$ cat config.mk
export PLATFORM = sky130hd
export DESIGN_NAME = rev_guard
export DESIGN_NICKNAME = d
export VERILOG_FILES = /design/src/rtl/rev_guard_pkg.sv /design/src/rtl/rev_guard_rp.sv /design/src/rtl/rev_guard_wp.sv /design/src/rtl/rev_guard.sv
export SDC_FILE = /design/constraint.sdc
export NUM_CORES = 1
export LEC_CHECK = 0
export ABC_CLOCK_PERIOD_IN_PS = 2300
export BUFFER_PORTS_ARGS = -buffer_cell sky130_fd_sc_hd__buf_4
export CORE_MARGIN = 1.5
export CORE_UTILIZATION = 30
export CTS_BUF_LIST = sky130_fd_sc_hd__clkbuf_4 sky130_fd_sc_hd__clkbuf_8 sky130_fd_sc_hd__clkbuf_16
export CTS_CLUSTER_SIZE = 20
export DETAILED_ROUTE_END_ITERATION = 12
export PLACE_DENSITY = 0.48
export SLEW_MARGIN = 0
export SYNTH_ARGS = -nofsm -noshare
export SYNTH_HDL_FRONTEND = slang
export SYNTH_SLANG_ARGS = --single-unit
$ cat constraint.sdc
create_clock -name clk -period 2.3 [get_ports clk]
set_clock_uncertainty 0.1 [all_clocks]
set_input_delay 0.345 -clock clk [delete_from_list [all_inputs] [get_ports clk]]
set_output_delay 0.345 -clock clk [all_outputs]
set_load 0.03 [all_outputs]
$ cat src/rtl/rev_guard_pkg.sv
package rev_guard_pkg;
   typedef enum logic [2:0] {
      CMD_READ      = 3'd0,
      CMD_PROG      = 3'd1,
      CMD_ERASE     = 3'd2,
      CMD_SET_RP    = 3'd3,
      CMD_SET_WP    = 3'd4,
      CMD_UNLOCK    = 3'd5,
      CMD_ERASE_ALL = 3'd6,
      CMD_RSVD      = 3'd7
   } cmd_e;
endpackage

$ cat src/rtl/rev_guard_rp.sv
// Read-protect storage: one flag per revision, or a single device-wide flag.
module rev_guard_rp #(
   parameter int NUM_REV     = 4,
   parameter bit DEVICE_WIDE = 1'b0,
   localparam int REV_W      = $clog2(NUM_REV)
) (
   input  logic               clk,
   input  logic               rst_n,
   input  logic               set_en,
   input  logic [REV_W-1:0]   set_rev,
   input  logic               clr_rev_en,
   input  logic [REV_W-1:0]   clr_rev,
   input  logic               clr_all,
   output logic [NUM_REV-1:0] rp_vec
);
   generate
      if (DEVICE_WIDE) begin : g_dev
         logic dev_q;
         logic unused_dw;
         assign unused_dw = ^{set_rev, clr_rev_en, clr_rev};
         always_ff @(posedge clk) begin
            if (!rst_n)       dev_q <= 1'b0;
            else if (clr_all) dev_q <= 1'b0;
            else if (set_en)  dev_q <= 1'b1;
         end
         assign rp_vec = {NUM_REV{dev_q}};
      end else begin : g_rev
         for (genvar i = 0; i < NUM_REV; i++) begin : g_bit
            logic q;
            always_ff @(posedge clk) begin
               if (!rst_n)                                   q <= 1'b0;
               else if (clr_all)                             q <= 1'b0;
               else if (clr_rev_en && clr_rev == REV_W'(i))  q <= 1'b0;
               else if (set_en && set_rev == REV_W'(i))      q <= 1'b1;
            end
            assign rp_vec[i] = q;
         end
      end
   endgenerate
endmodule

$ cat src/rtl/rev_guard_wp.sv
// Write-protect flags plus the one-deep UNLOCK tracker.
module rev_guard_wp #(
   parameter int NUM_REV = 4,
   localparam int REV_W  = $clog2(NUM_REV)
) (
   input  logic               clk,
   input  logic               rst_n,
   input  logic               req_fire,
   input  logic [REV_W-1:0]   rev,
   input  logic               set_en,
   input  logic               clr_en,
   input  logic               unlock_en,
   output logic [NUM_REV-1:0] wp_vec,
   output logic               pend_v,
   output logic [REV_W-1:0]   pend_rev
);
   for (genvar i = 0; i < NUM_REV; i++) begin : g_wp
      logic q;
      always_ff @(posedge clk) begin
         if (!rst_n)                              q <= 1'b0;
         else if (clr_en && rev == REV_W'(i))     q <= 1'b0;
         else if (set_en && rev == REV_W'(i))     q <= 1'b1;
      end
      assign wp_vec[i] = q;
   end

   always_ff @(posedge clk) begin
      if (!rst_n) begin
         pend_v   <= 1'b0;
         pend_rev <= '0;
      end else if (req_fire) begin
         pend_v   <= unlock_en;
         pend_rev <= unlock_en ? rev : pend_rev;
      end
   end
endmodule

$ cat src/rtl/rev_guard.sv
module rev_guard
   import rev_guard_pkg::*;
#(
   parameter int NUM_REV     = 4,
   parameter bit DEVICE_WIDE = 1'b0,
   localparam int REV_W      = $clog2(NUM_REV)
) (
   input  logic             clk,
   input  logic             rst_n,
   input  logic             req_valid,
   input  logic [2:0]       req_cmd,
   input  logic [REV_W-1:0] req_rev,
   output logic             rsp_valid,
   output logic             rsp_grant,
   output logic [REV_W-1:0] rsp_rev
);
   generate
      if (NUM_REV < 2 || (1 << REV_W) != NUM_REV) begin : g_bad_num
         $error("rev_guard: NUM_REV must be a power of two, at least 2");
      end
   endgenerate

   cmd_e               cmd;
   logic [NUM_REV-1:0] rp_vec;
   logic [NUM_REV-1:0] wp_vec;
   logic               pend_v;
   logic [REV_W-1:0]   pend_rev;
   logic               grant;
   logic               rp_hit, wp_hit, unlock_match, any_wp;

   assign cmd          = cmd_e'(req_cmd);
   assign rp_hit       = rp_vec[req_rev];
   assign wp_hit       = wp_vec[req_rev];
   assign unlock_match = pend_v && (pend_rev == req_rev);
   assign any_wp       = |wp_vec;

   always_comb begin
      unique case (cmd)
         CMD_READ:      grant = !rp_hit;
         CMD_PROG:      grant = !wp_hit;
         CMD_ERASE:     grant = !wp_hit || unlock_match;
         CMD_SET_RP:    grant = 1'b1;
         CMD_SET_WP:    grant = 1'b1;
         CMD_UNLOCK:    grant = 1'b1;
         CMD_ERASE_ALL: grant = !any_wp;
         default:       grant = 1'b0;
      endcase
   end

   logic do_erase, do_erase_all;
   assign do_erase     = req_valid && cmd == CMD_ERASE && grant;
   assign do_erase_all = req_valid && cmd == CMD_ERASE_ALL && grant;

   rev_guard_rp #(.NUM_REV(NUM_REV), .DEVICE_WIDE(DEVICE_WIDE)) u_rp (
      .clk        (clk),
      .rst_n      (rst_n),
      .set_en     (req_valid && cmd == CMD_SET_RP),
      .set_rev    (req_rev),
      .clr_rev_en (do_erase),
      .clr_rev    (req_rev),
      .clr_all    (do_erase_all),
      .rp_vec     (rp_vec)
   );

   rev_guard_wp #(.NUM_REV(NUM_REV)) u_wp (
      .clk       (clk),
      .rst_n     (rst_n),
      .req_fire  (req_valid),
      .rev       (req_rev),
      .set_en    (req_valid && cmd == CMD_SET_WP),
      .clr_en    (do_erase),
      .unlock_en (cmd == CMD_UNLOCK),
      .wp_vec    (wp_vec),
      .pend_v    (pend_v),
      .pend_rev  (pend_rev)
   );

   always_ff @(posedge clk) begin
      if (!rst_n) begin
         rsp_valid <= 1'b0;
         rsp_grant <= 1'b0;
         rsp_rev   <= '0;
      end else begin
         rsp_valid <= req_valid;
         rsp_grant <= req_valid && grant;
         rsp_rev   <= req_valid ? req_rev : rsp_rev;
      end
   end
endmodule

* Yosys cells after proc, flatten, opt, wreduce, memory -nomap -nowiden
Index checks and enable logic that the tools add are counted.
Cells by class: magnitude comparators 1, eq/ne operators 10, mux-type cells 5, bitwise operators 1, reductions and logical operators 37
Operators with widths (count):
- $logic_and A1 B1 Y1 | 20
- $reduce_or A3 Y1 | 5
- $eq A3 B3 Y1 const B | 3
- $reduce_or A2 Y1 | 4
- $eq A3 B2 Y1 const B | 2
- $pmux W1 S5 | 1
- $bmux W1 S2 | 2
- $eq A2 B2 Y1 const B | 2
- $reduce_or A4 Y1 | 1
- $eq A3 B1 Y1 const B | 1
- $logic_not A1 Y1 | 3
- $logic_not A3 Y1 | 1
- $lt A2 B3 Y1 const B | 1
- $eq A2 B1 Y1 const B | 1
- $eq A2 B2 Y1 | 1
- $logic_not A2 Y1 | 1
- $mux W1 | 2
- $reduce_and A2 Y1 | 1
- $logic_or A1 B1 Y1 | 1
- $not A1 Y1 | 1
Word-level totals: flip-flop bits (word level) 15, bits of input ports 8, output and inout port bits 4, logic and storage cells 67

* Logic depth before layout (Yosys ltp)
Gate-level depths: netlist of run 1.
depth in word-level cells 8, depth in mapped cells 5, depth with buffers taken out 4

* Cells and area by module
From an unflattened synthesis of run 1, not the netlist that was laid out.
Second synthesis, totals: cell total of the unflattened synthesis 89, area total of the unflattened synthesis 848.3 um^2
By module, submodules not included:
- rev_guard_wp | times used 1, cells each 32, area an instance 322.8 um^2, sequential area each 140.1 um^2
- rev_guard | times used 1, cells each 34, area an instance 311.5 um^2, sequential area each 80.1 um^2
- rev_guard_rp | times used 1, cells each 23, area an instance 214.0 um^2, sequential area each 80.1 um^2

* Least setup slack after synthesis of run 1
No wires, ideal clock.
kind input to register, start input req_rev[0], end register u_rp.g_rev.g_bit[3].q, arrival 1444 ps, slack 615 ps, cell stages on the path 4, buffers on the path 0, path through mux4_2 o31a_2 nor4_4 a311oi_1
Between the ends: longest elaborated chain between the ends 8
Ends and longest elaborated chain:
- from (decl) | line rev_guard.sv:12 | input logic [REV_W-1:0] req_rev,
- $bmux W1 S2 | line rev_guard.sv:33 | assign wp_hit = wp_vec[req_rev];
- $mux W1 (not written as such) | line rev_guard.sv:33
- $logic_not A1 Y1 | line rev_guard.sv:40, rev_guard.sv:41
- $logic_or A1 B1 Y1 | line rev_guard.sv:41 | CMD_ERASE: grant = !wp_hit || unlock_match;
- $pmux W1 S5 | line rev_guard.sv:38 | unique case (cmd)
- $logic_and A1 B1 Y1 | line rev_guard.sv:51 | assign do_erase = req_valid && cmd == CMD_ERASE && grant;
- $logic_and A1 B1 Y1 | line rev_guard_rp.sv:33 | else if (clr_rev_en && clr_rev == REV_W'(i)) q <= 1'b0;
- $reduce_or A3 Y1 (no source line)
- to (signal assigned) | line rev_guard_rp.sv:32 | else if (clr_all) q <= 1'b0;
- to (signal assigned) | line rev_guard_rp.sv:33
- to (signal assigned) | line rev_guard_rp.sv:34 | else if (set_en && set_rev == REV_W'(i)) q <= 1'b1;
- to (decl) | line rev_guard_rp.sv:29 | logic q;
Several ways; a longest one is shown, not always the timed one. The select of a mux whose other input is x is not followed. A chain may end at the register's enable or synchronous reset.

* Final worst setup path of run 1
start register u_wp.g_wp[2].q, end register u_rp.g_rev.g_bit[0].q
Between the ends: longest elaborated chain between the ends 8
Ends and longest elaborated chain:
- from (decl) | line rev_guard_wp.sv:18 | logic q;
- from (signal assigned) | line rev_guard_wp.sv:20 | if (!rst_n) q <= 1'b0;
- from (signal assigned) | line rev_guard_wp.sv:21 | else if (clr_en && rev == REV_W'(i)) q <= 1'b0;
- from (signal assigned) | line rev_guard_wp.sv:22 | else if (set_en && rev == REV_W'(i)) q <= 1'b1;
- $bmux W1 S2 | line rev_guard.sv:33
- $mux W1 (not written as such) | line rev_guard.sv:33
- $logic_not A1 Y1 | line rev_guard.sv:40, rev_guard.sv:41
- $logic_or A1 B1 Y1 | line rev_guard.sv:41
- $pmux W1 S5 (*) | line rev_guard.sv:38
- $logic_and A1 B1 Y1 | line rev_guard.sv:51
- $logic_and A1 B1 Y1 | line rev_guard_rp.sv:33
- $reduce_or A3 Y1 (no source line) (*)
- to (signal assigned) | line rev_guard_rp.sv:32
- to (signal assigned) | line rev_guard_rp.sv:33
- to (signal assigned) | line rev_guard_rp.sv:34
- to (decl) | line rev_guard_rp.sv:29
Mark *: on every way between the ends. The rest lies on a longest branch, timed or not. The select of a mux whose other input is x is not followed.

==> results of run 1 <==
## flip-flops by register name (all words and copies together) (netlist names)
name / count
rsp_rev: 2
u_wp.pend_rev: 2
rsp_valid: 1
u_wp.g_wp.q: 4
u_rp.g_rev.g_bit.q: 4
u_wp.pend_v: 1
rsp_grant: 1
## worst min-delay path, delay by kind of cell
family | cells | cell delay [ns]
AND/OR/NAND/NOR | 1 | 0.07
buffers and inverters | 2 | 0.19
## layer usage
metal	track usage (%)	part of all wire, %	vias to the layer above
met2	20.0	45	14
met4	7.69	0.85	0
met5	0	0	-
met1	17.4	49	295
met3	2.57	4.8	2
li1	-	-	308
## cell type report
cell class                      count  share of cell area, %
Clock buffer                        4                   3.46
Timing Repair Buffer               11                   9.52
Tap cell                           28                   4.04
Inverter                            2                  0.866
Multi-Input combinational cell     57                   47.5
Sequential cell                    15                   34.6
## logic make-up (layout without fill, tap and decap cells)
logic type,count (synthesis),in the layout
compound gates,22,22
xor+xnor,2,2
buf+inv,6,17
flops,15,15
mux,6,6
simple gates,27,27
## cell usage in the layout, fill, tap and decap left out
cell / count
nor2_1: 5
a21o_1: 1
o21ai_0: 7
mux2i_1: 4
nand4bb_1: 1
nor4_4: 1
xor2_1: 2
o31a_2: 1
nor4bb_1: 1
a311oi_1: 2
nor2b_1: 8
clkbuf_4: 4
a21oi_1: 6
a211oi_1: 3
dfxtp_1: 15
and2_1: 1
inv_1: 2
nor3b_1: 1
nand4_1: 1
nand4b_1: 2
buf_4: 11
nor3_1: 2
nand2_1: 4
a31oi_1: 2
mux4_2: 2
## worst min-delay path by stage
stage                     slack, ns                                 end  cells past startpoint                                from
after CTS                      0.26         u_wp.g_wp[3].q$_SDFFE_PP0P_                      2                          req_rev[1]
after global routing           0.26            u_wp.pend_v$_SDFFE_PN0P_                      2                               rst_n
after floorplan                0.36                rsp_valid$_SDFF_PN0_                      2                               rst_n
final                          0.26                rsp_valid$_SDFF_PN0_                      3                           req_valid
after detailed placement       0.41             rsp_rev[1]$_SDFFE_PN0P_                      2             rsp_rev[1]$_SDFFE_PN0P_
after global placement         0.40  u_rp.g_rev.g_bit[0].q$_SDFFE_PP0P_                      2  u_rp.g_rev.g_bit[0].q$_SDFFE_PP0P_
## stage by stage
stage | total power [mW] | util (%)
final | 0.508 | 38.5
after detailed placement | 0.350 | 37.1
after floorplan | 0.320 | -
after global placement | 0.350 | 37.1
after CTS | 0.515 | 38.5
after global routing | 0.538 | 38.5
## power by group through the flow
stage / clock (mW) / combinational (mW) / sequential (mW)
after floorplan: 0 / 0.0359 / 0.284
after global placement: 0 / 0.0739 / 0.276
after detailed placement: 0 / 0.0735 / 0.276
after CTS: 0.171 / 0.0738 / 0.270
after global routing: 0.187 / 0.0800 / 0.271
final: 0.165 / 0.0729 / 0.270
==> qor.yml, run 1 <==
status:
  status: "complete, no violations"
critical_path:
  crit_end: "u_rp.g_rev.g_bit[0].q$_SDFFE_PP0P_"
  cpPeakStageDelay_ns: 0.48
  timing.rr.start: "u_wp.g_wp[2].q$_SDFFE_PP0P_"
  crit_path_end_kind: "register"
  rr_worst_depth: 4
  r2r_setup_slack_ns: 0.50
  arrival_ns: 1.84
  worstSetupStartpoint: "u_wp.g_wp[2].q$_SDFFE_PP0P_"
  worstPathRequired_ns: 2.35
  crit_type: "reg -> reg"
  cp_num_buf_inv: 0
  cp_cell_sequence: "mux4_2, o31a_2, nor4_4, a211oi_1"
  r2r_end: "u_rp.g_rev.g_bit[0].q$_SDFFE_PP0P_"
  worstSetupStartpointType: "register"
  path_depth: 4
  cp_top_family: "multiplexers"
  cp_max_fo: 8
  critPathSlowestCell: "mux4_2"
floorplan:
  die_area_um2: 2760
  start_util_pct: 32.6
  die_h_um: 52.5
  rows: 17
  core_region_area_um2: 2250
  io_pins: 12
  die-width_um: 52.5
routing:
  avgViaCountPerCell: 5.29
  avgRoutedWirePerCell_um: 13.1
  antenna_left: 0
  drt_pass1_iterations: 4
  dr.first_iter.drc_count: 7
  drc: 0
  vias: 619
  totalWireLength_um: 1540
power:
  power_frac_comb_pct: 14.4
  p_leak_nw: 0.342
  seq_power_share_pct: 53.1
  irDropWorstVdd_mv: 0.220
  power_density_nw_per_um2: 586
  p_clk_share_pct: 32.5
  p_int_mw: 0.376
  switching_share_pct: 26.0
  switchingPower_mw: 0.132
place:
  dp_slack_ns: 0.232
  dpl_cell_area_um2: 837
  port_buffers: 11
  hpwl_um: 1140
  dp_cells: 113
  gp_congestion: 0.751
grt:
  grt_usage_pct: 13.3
  grt_pass1_vias: 590
  grt_pass1_wl_um: 2610
  grt_max_degree: 14
  overflow: 0
  antenna_found_initial: 0
yosys:
  synthDistinctLibCells: 25
  yosysTopAreaCell: "dfxtp_1"
  synth_edf_count: 0
  synth.avg_cell_area_um2: 9.43
  yosysWarnings: 0
  ys_top_cells_by_count: "dfxtp_1, nor2b_1, o21ai_0, a21oi_1, nor2_1"
  synth_compound_area_share_pct: 18.4
  syn_inst: 78
  yosysSeqAreaShare_pct: 40.8
  synth_top_area_share_pct: 40.8
  synth_ff_type: "dfxtp_1"
  synth_fa_ha_area_share_pct: 0
  syn_nets: 86
  synth_area_um2: 736
  synth_area_leaders: "dfxtp_1, nor2b_1, mux4_2"
  async_flop_share_pct: 0
  synth_top_family_by_area: "simple AND/OR/NAND/NOR gates"
  yosys.area_share.simple_pct: 23.6
  synth-seq-cells: 15
  yosys.cell_count.top_type: "dfxtp_1"
  synth_xor_area_share_pct: 2.38
  synthMuxAreaShare_pct: 11.6
cts:
  postCtsHoldBufs: 0
  cts-root-buf: "clkbuf_4"
  htreeDepth: 1
  ctsLongestPathBuffers: 2
  clkTransAtPathRegs_ns: 0.09
  clock-sinks: 15
  cts_tree: "built"
  post_cts.repair.setup_buffers: 0
  cts_buffers: 3
  clk_latency_ns: 0.28
  cts_resized: 0
finish:
  finalInstanceArea_um2: 867
  drive_gt1_share_pct: 21.3
  stdcell_count: 117
  fillers: 246
  finalNetCount: 98
  diodes: 0
  area_growth_pct: 17.9
  regArea_um2: 300
  multi_input_area_um2: 412
sta:
  hold_slack_ns: 0.260
  grt_setup_unrepaired: "no"
  setup_tns_ns: 0
  hold_viol: 0
  min_period_ns: 1.80
  fin_crit_sh_pct: 78.1
  max_freq_mhz: 557
  maxSlewViolCount: 0
  fin_ws_ns: 0.504
  relSlewSlack_pct: 64.9
  tightest_slew_ns: 0.521
  final-setup-viol-count: 0
worst_hold_path:
  hold_class: "in -> reg"
flow_run:
  max-cap-violations: 0
Power figures use the tool's default switching activity.
==> run 2, diff against run 1 <==
--- a/config.mk
+++ b/config.mk
@@ -5,14 +5,15 @@
 export SDC_FILE = /design/constraint.sdc
 export NUM_CORES = 1
 export LEC_CHECK = 0
-export ABC_CLOCK_PERIOD_IN_PS = 2300
+export ABC_AREA = 1
+export ABC_CLOCK_PERIOD_IN_PS = 1670
 export BUFFER_PORTS_ARGS = -buffer_cell sky130_fd_sc_hd__buf_4
 export CORE_MARGIN = 1.5
 export CORE_UTILIZATION = 30
 export CTS_BUF_LIST = sky130_fd_sc_hd__clkbuf_4 sky130_fd_sc_hd__clkbuf_8 sky130_fd_sc_hd__clkbuf_16
 export CTS_CLUSTER_SIZE = 20
 export DETAILED_ROUTE_END_ITERATION = 12
-export PLACE_DENSITY = 0.48
+export PLACE_DENSITY = 0.47
 export SLEW_MARGIN = 0
 export SYNTH_ARGS = -nofsm -noshare
 export SYNTH_HDL_FRONTEND = slang
==> constraint.sdc (replaced) <==
create_clock -name clk -period 1.67 [get_ports clk]
set_clock_uncertainty 0.1 [all_clocks]
set_input_delay 0.2505 -clock clk [delete_from_list [all_inputs] [get_ports clk]]
set_output_delay 0.2505 -clock clk [all_outputs]
set_load 0.03 [all_outputs]
==> run 2 against run 1 <==
  * Final area is 14% higher
  * Total power is 42% higher
  * Synthesized cell count is 67% higher
  * Largest cell class unchanged
  * Largest power group unchanged
  * Via count is 29% higher
  * Core utilization is 2.2 points lower
  * Count of clock-buffer cells in the layout stayed put
==> qor.yml, run 2 <==
power:
  seq_power_share_pct: 51.6  # -1.5 points
  switchingPower_mw: 0.200  # +51%
  p_int_mw: 0.523  # +39%
  p_clk_share_pct: 31.0  # -1.5 points
  irDropWorstVdd_mv: 0.462  # +110%
  power_frac_comb_pct: 17.4  # +3.0 points
  switching_share_pct: 27.7  # +1.6 points
  power_density_nw_per_um2: 729  # +24%
  p_leak_nw: 0.531  # +55%
floorplan:
  die_h_um: 56.3  # +7.3%
  core_region_area_um2: 2730  # +21%
  rows: 19  # +2
  start_util_pct: 31.2  # -1.4 points
  die_area_um2: 3170  # +15%
  io_pins: 12  # unchanged
  die-width_um: 56.3  # +7.3%
critical_path:
  arrival_ns: 1.41  # -0.43 ns
  cpPeakStageDelay_ns: 0.35  # -0.13 ns
  critPathSlowestCell: "dfxtp_1"
  cp_max_fo: 5  # -3
  path_depth: 8  # +4
  timing.rr.start: "u_wp.g_wp[0].q$_SDFFE_PP0P_"
  crit_type: "reg -> reg"
  worstSetupStartpointType: "register"
  worstSetupStartpoint: "u_wp.g_wp[0].q$_SDFFE_PP0P_"
  crit_path_end_kind: "register"
  cp_cell_sequence: "nor2_1, nand2_1, a21oi_2, nor2_4, nand3_4, nand3_1, nand2_1, nor2_1"
  cp_num_buf_inv: 0  # unchanged
  worstPathRequired_ns: 1.76  # -0.59 ns
  rr_worst_depth: 8  # +4
  cp_top_family: "simple AND/OR/NAND/NOR gates"
sta:
  fin_crit_sh_pct: 78.8  # +0.74 points
  relSlewSlack_pct: 78.3  # +13 points
  grt_setup_unrepaired: "no"
  setup_tns_ns: 0  # unchanged
  tightest_slew_ns: 0.324  # -0.197 ns
  hold_viol: 0  # unchanged
  maxSlewViolCount: 0  # unchanged
  final-setup-viol-count: 0  # unchanged
  max_freq_mhz: 760  # +36%
  min_period_ns: 1.32  # -0.480 ns
finish:
  drive_gt1_share_pct: 18.1  # -3.3 points
  diodes: 0  # unchanged
  layout_common_cells: "nand2_1, inv_1, nand3_1, nor2_1, dfxtp_1"
  area_growth_pct: 16.3
  final_core_util_pct: 36.3  # -2.2 points
  finalNetCount: 153  # +56%
  largestRegisters: "u_rp.g_rev.g_bit.q x4, u_wp.g_wp.q x4"
  final_common_cell: "nand2_1"
place:
  hpwl_um: 1590  # +40%
  gp_congestion: 0.852  # +14%
  port_buffers: 11  # unchanged
routing:
  drt_pass1_iterations: 4  # unchanged
  avgRoutedWirePerCell_um: 11.3  # -14%
  avgViaCountPerCell: 4.56  # -14%
  totalWireLength_um: 1970  # +28%
  antenna_left: 0  # unchanged
  vias: 798  # +29%
  dr.first_iter.drc_count: 30  # +23
  drc: 0  # unchanged
yosys:
  syn_inst: 130  # +67%
  ys_top_cells_by_count: "nand2_1, inv_1, dfxtp_1, nand3_1, nor2_1"
  yosysWarnings: 0  # unchanged
  synth_ff_type: "dfxtp_1"
  synth_area_leaders: "dfxtp_1, nand2_1, nand3_1"
  synthDistinctLibCells: 19  # -24%
  yosysSeqAreaShare_pct: 35.2  # -5.6 points
  synth_edf_count: 0  # unchanged
  synth_area_um2: 853  # +16%
  async_flop_share_pct: 0  # unchanged
  synth_top_area_share_pct: 35.2  # -5.6 points
  syn_nets: 138  # +60%
  yosys.cell_count.top_type: "nand2_1"
  synth-seq-cells: 15  # unchanged
  yosysTopAreaCell: "dfxtp_1"
  synth.avg_cell_area_um2: 6.56  # -30%
cts:
  cts_resized: 0  # unchanged
  cts-root-buf: "clkbuf_4"
  ctsLongestPathBuffers: 2  # unchanged
  cts_tree: "built"
  post_cts.repair.setup_buffers: 0  # unchanged
  postCtsHoldBufs: 0  # unchanged
  clk_latency_ns: 0.28  # about the same
  clkTransAtPathRegs_ns: 0.09  # about the same
  clock-sinks: 15  # unchanged
  cts_buffers: 3  # unchanged
  htreeDepth: 1  # unchanged
status:
  status: "complete, no violations"
worst_hold_path:
  min_path_cells: 2  # -1
  hold_class: "in -> reg"
  holdCritStartpoint: "req_valid"
grt:
  grt_pass1_wl_um: 3340  # +28%
  grt_pass1_vias: 715  # +21%
  grt_usage_pct: 13.6  # +0.37 points
  grt_max_degree: 11  # -3
  antenna_found_initial: 0  # unchanged
  overflow: 0  # unchanged
flow_run:
  max-cap-violations: 0  # unchanged
[run 2: cell count changes after synthesis, moves of 3 or more]
| cell | change |
|---|---|
| clkbuf_1 | -3 |
| inv_1 | +16 |
| mux2i_1 | -4 |
| o21ai_0 | -3 |
| nand2_1 | +29 |
| a211oi_1 | -3 |
| nor2_1 | +10 |
| a21oi_1 | +3 |
| a21o_1 | +3 |
| nand3_1 | +15 |
| nor2b_1 | -8 |
[run 2: logic make-up after synthesis]
group | synth area share [%]
compound gates | 12.9
flops | 35.2
buf+inv | 13.0
simple gates | 37.8
xor+xnor | 1.03
[run 2: metal layers]
metal | vias up | global-route usage, % | share of wire (%)
li1 | 434 | - | -
met1 | 348 | 17.4 | 49
met2 | 14 | 22.7 | 47
met3 | 2 | 4.84 | 3.7
met4 | 0 | 2.04 | 0.56
met5 | - | 0 | 0
[run 2: metrics by stage]
stage          cell area, um2  power, mW  hold WS (ns)  worst slack (ns)  std cells
6_report                  992      0.724        0.0827             0.354        175
5_1_grt                   992      0.768        0.0831             0.195        175
4_1_cts                   992      0.740        0.0751             0.341        175
3_5_place_dp              962      0.508         0.382             0.258        171
3_3_place_gp              962      0.508         0.378             0.259        171
2_1_floorplan             853      0.468         0.244             0.446        130
[run 2: worst paths after layout]
kind | endpoint | slack, ns
min reg2reg | u_wp.pend_v$_SDFFE_PN0P_ | 0.43
max | u_rp.g_rev.g_bit[2].q$_SDFFE_PP0P_ | 0.35
max reg2reg | u_rp.g_rev.g_bit[2].q$_SDFFE_PP0P_ | 0.35
min | rsp_rev[0]$_SDFFE_PN0P_ | 0.08
[run 2: area by class of cell]
| class | count | area, um2 |
|---|---|---|
| Sequential cell | 15 | 300 |
| Tap cell | 31 | 38.8 |
| Inverter | 21 | 83.8 |
| Multi-Input combinational cell | 91 | 442 |
| Clock buffer | 4 | 30.0 |
| Timing Repair Buffer | 13 | 97.6 |
| Fill cell | 287 | 1740 |
[run 2: power by group through the flow]
stage          logic [mW]  registers [mW]  clock network, mW
6_report            0.126           0.374              0.224
5_1_grt             0.139           0.375              0.254
4_1_cts             0.127           0.374              0.240
3_5_place_dp        0.126           0.382                  0
3_3_place_gp        0.126           0.382                  0
2_1_floorplan      0.0746           0.393                  0
==> run 3, diff against run 2 <==
--- a/config.mk
+++ b/config.mk
@@ -6,14 +6,14 @@
 export NUM_CORES = 1
 export LEC_CHECK = 0
 export ABC_AREA = 1
-export ABC_CLOCK_PERIOD_IN_PS = 1670
+export ABC_CLOCK_PERIOD_IN_PS = 1200
 export BUFFER_PORTS_ARGS = -buffer_cell sky130_fd_sc_hd__buf_4
 export CORE_MARGIN = 1.5
 export CORE_UTILIZATION = 30
 export CTS_BUF_LIST = sky130_fd_sc_hd__clkbuf_4 sky130_fd_sc_hd__clkbuf_8 sky130_fd_sc_hd__clkbuf_16
 export CTS_CLUSTER_SIZE = 20
 export DETAILED_ROUTE_END_ITERATION = 12
-export PLACE_DENSITY = 0.47
+export PLACE_DENSITY = 0.49
 export SLEW_MARGIN = 0
 export SYNTH_ARGS = -nofsm -noshare
 export SYNTH_HDL_FRONTEND = slang
==> constraint.sdc (replaced) <==
create_clock -name clk -period 1.2 [get_ports clk]
set_clock_uncertainty 0.1 [all_clocks]
set_input_delay 0.18 -clock clk [delete_from_list [all_inputs] [get_ports clk]]
set_output_delay 0.18 -clock clk [all_outputs]
set_load 0.03 [all_outputs]
==> run 3 against run 2 <==
  * The run now ends with negative setup slack left
  * Total power increased by 42%
  * Via count increased by 8.6%
  * First-iteration DRC count down 10%
  * Final cell count grew 5.7%
  * Die area unchanged
  * Critical endpoint unchanged
==> qor.yml, run 3 (same netlist as run 2, synthesis figures left out) <==
status:
  status: "complete, but fails checks"
  violations: "negative setup slack"
floorplan:
  rows: 19  # unchanged
  start_util_pct: 31.2  # unchanged
  die_h_um: 56.3  # unchanged
  die_area_um2: 3170  # unchanged
  core_region_area_um2: 2730  # unchanged
  io_pins: 12  # unchanged
  die-width_um: 56.3  # unchanged
cts:
  clk_latency_ns: 0.28  # about the same
  ctsLongestPathBuffers: 2  # unchanged
  postCtsHoldBufs: 0  # unchanged
  cts-root-buf: "clkbuf_4"
  cts_buffers: 3  # unchanged
  htreeDepth: 1  # unchanged
  cts_tree: "built"
  clock-sinks: 15  # unchanged
  clkTransAtPathRegs_ns: 0.09  # about the same
sta:
  hold_slack_ns: 0.0190  # -0.0637 ns
  fin_ws_ns: -0.0942  # -0.448 ns
  relSlewSlack_pct: 71.3  # -7.0 points
  final-setup-viol-count: 8  # +8
  min_period_ns: 1.29  # -0.0221 ns
  maxSlewViolCount: 0  # unchanged
  fin_crit_sh_pct: 108  # +29 points
  hold_viol: 0  # unchanged
  tightest_slew_ns: 0.429  # +0.104 ns
  max_freq_mhz: 773  # +1.7%
  grt_setup_unrepaired: "yes"
critical_path:
  worstSetupStartpointType: "register"
  arrival_ns: 1.38  # -0.03 ns
  cp_max_fo: 5  # unchanged
  cp_top_family: "simple AND/OR/NAND/NOR gates"
  cpPeakStageDelay_ns: 0.37  # +0.02 ns
  cp_num_buf_inv: 0  # unchanged
  crit_type: "reg -> reg"
  worstPathRequired_ns: 1.28  # -0.48 ns
  crit_path_end_kind: "register"
  critPathSlowestCell: "dfxtp_4"
  cp_cell_sequence: "nor2_1, nand2_1, a21oi_2, nor2_4, nand3_4, nand3_2, nand2_1, nor2_1"
place:
  port_buffers: 11  # unchanged
  gp_congestion: 0.834  # -2.1%
  hpwl_um: 1580  # -0.13%
  dpl_cell_area_um2: 1030  # +7.0%
  dp_slack_ns: -0.130  # -0.388 ns
finish:
  largestRegisters: "u_rp.g_rev.g_bit.q x4, u_wp.g_wp.q x4"
  final_core_util_pct: 40.9  # +4.6 points
  area_growth_pct: 30.9
  final_common_cell: "nand2_1"
  layout_common_cells: "nand2_1, buf_4, inv_1"
  diodes: 0  # unchanged
  multi_input_area_um2: 484  # +9.6%
  finalNetCount: 163  # +6.5%
  finalInstanceArea_um2: 1120  # +13%
  fillers: 297  # +3.5%
  drive_gt1_share_pct: 32.5  # +14 points
  regArea_um2: 308  # +2.5%
routing:
  drc: 0  # unchanged
  totalWireLength_um: 1990  # +1.3%
  avgRoutedWirePerCell_um: 10.8  # -4.2%
  antenna_left: 0  # unchanged
  vias: 867  # +8.6%
  dr.first_iter.drc_count: 27  # -10%
  avgViaCountPerCell: 4.69  # +2.8%
  drt_pass1_iterations: 4  # unchanged
worst_hold_path:
  hold_class: "in -> reg"
power:
  irDropWorstVdd_mv: 0.474  # +2.5%
  fin_total_pwr_mw: 1.03  # +42%
  power_density_nw_per_um2: 922  # +26%
  p_leak_nw: 0.586  # +10%
grt:
  grt_max_degree: 11  # unchanged
  antenna_found_initial: 0  # unchanged
  grt_pass1_wl_um: 3330  # -0.42%
  grt_pass1_vias: 751  # +5.0%
  grt_usage_pct: 13.4  # -0.20 points
  overflow: 0  # unchanged
flow_run:
  max-cap-violations: 0  # unchanged
==> run 3: layer usage <==
metal / routed length, um / vias to the layer above / global-route usage, %
li1: - / 457 / -
met4: 15 / 0 / 2.04
met2: 959 / 17 / 21.0
met3: 83 / 2 / 4.15
met5: 0 / - / 0
met1: 936 / 391 / 18.6
==> run 3: area by class of cell <==
type	instances	area share (%)
timing repair buffer	23	15.5
multi-input combinational	91	43.3
sequential	15	27.5
clock buffer	4	2.69
inverter	21	7.50
tap	31	3.47
==> run 3: final timing paths <==
check | endpoint | start | slack, ns | depth (start not counted)
max | u_rp.g_rev.g_bit[2].q$_SDFFE_PP0P_ | u_wp.g_wp[0].q$_SDFFE_PP0P_ | -0.09 | 8
min | rsp_rev[1]$_SDFFE_PN0P_ | req_valid | 0.02 | 2
max reg2reg | u_rp.g_rev.g_bit[2].q$_SDFFE_PP0P_ | u_wp.g_wp[0].q$_SDFFE_PP0P_ | -0.09 | 8
min reg2reg | u_wp.pend_v$_SDFFE_PN0P_ | u_wp.pend_v$_SDFFE_PN0P_ | 0.41 | 2
==> run 3: repair_timing <==
| item | 4_1_cts | 5_1_grt |
|---|---|---|
| buffers inserted | 0 | 1 |
| pin swaps | 0 | 12 |
| resized for setup | 5 | 11 |
| setup endpoints to repair | 9 | 9 |
==> run 3: metrics by stage <==
stage,setup TNS (ns),instances
2_1_floorplan,0,130
3_3_place_gp,-0.987,180
3_5_place_dp,-1.09,180
4_1_cts,-0.540,184
5_1_grt,-1.48,185
6_report,-0.685,185
==> run 3: power breakdown <==
part | leakage (nW) | switching, mW | internal [mW]
Combinational | 0.443 | 0.122 | 0.0853
Clock | 0.0184 | 0.153 | 0.151
Sequential | 0.124 | 0.00767 | 0.511
Total | 0.586 | 0.282 | 0.747
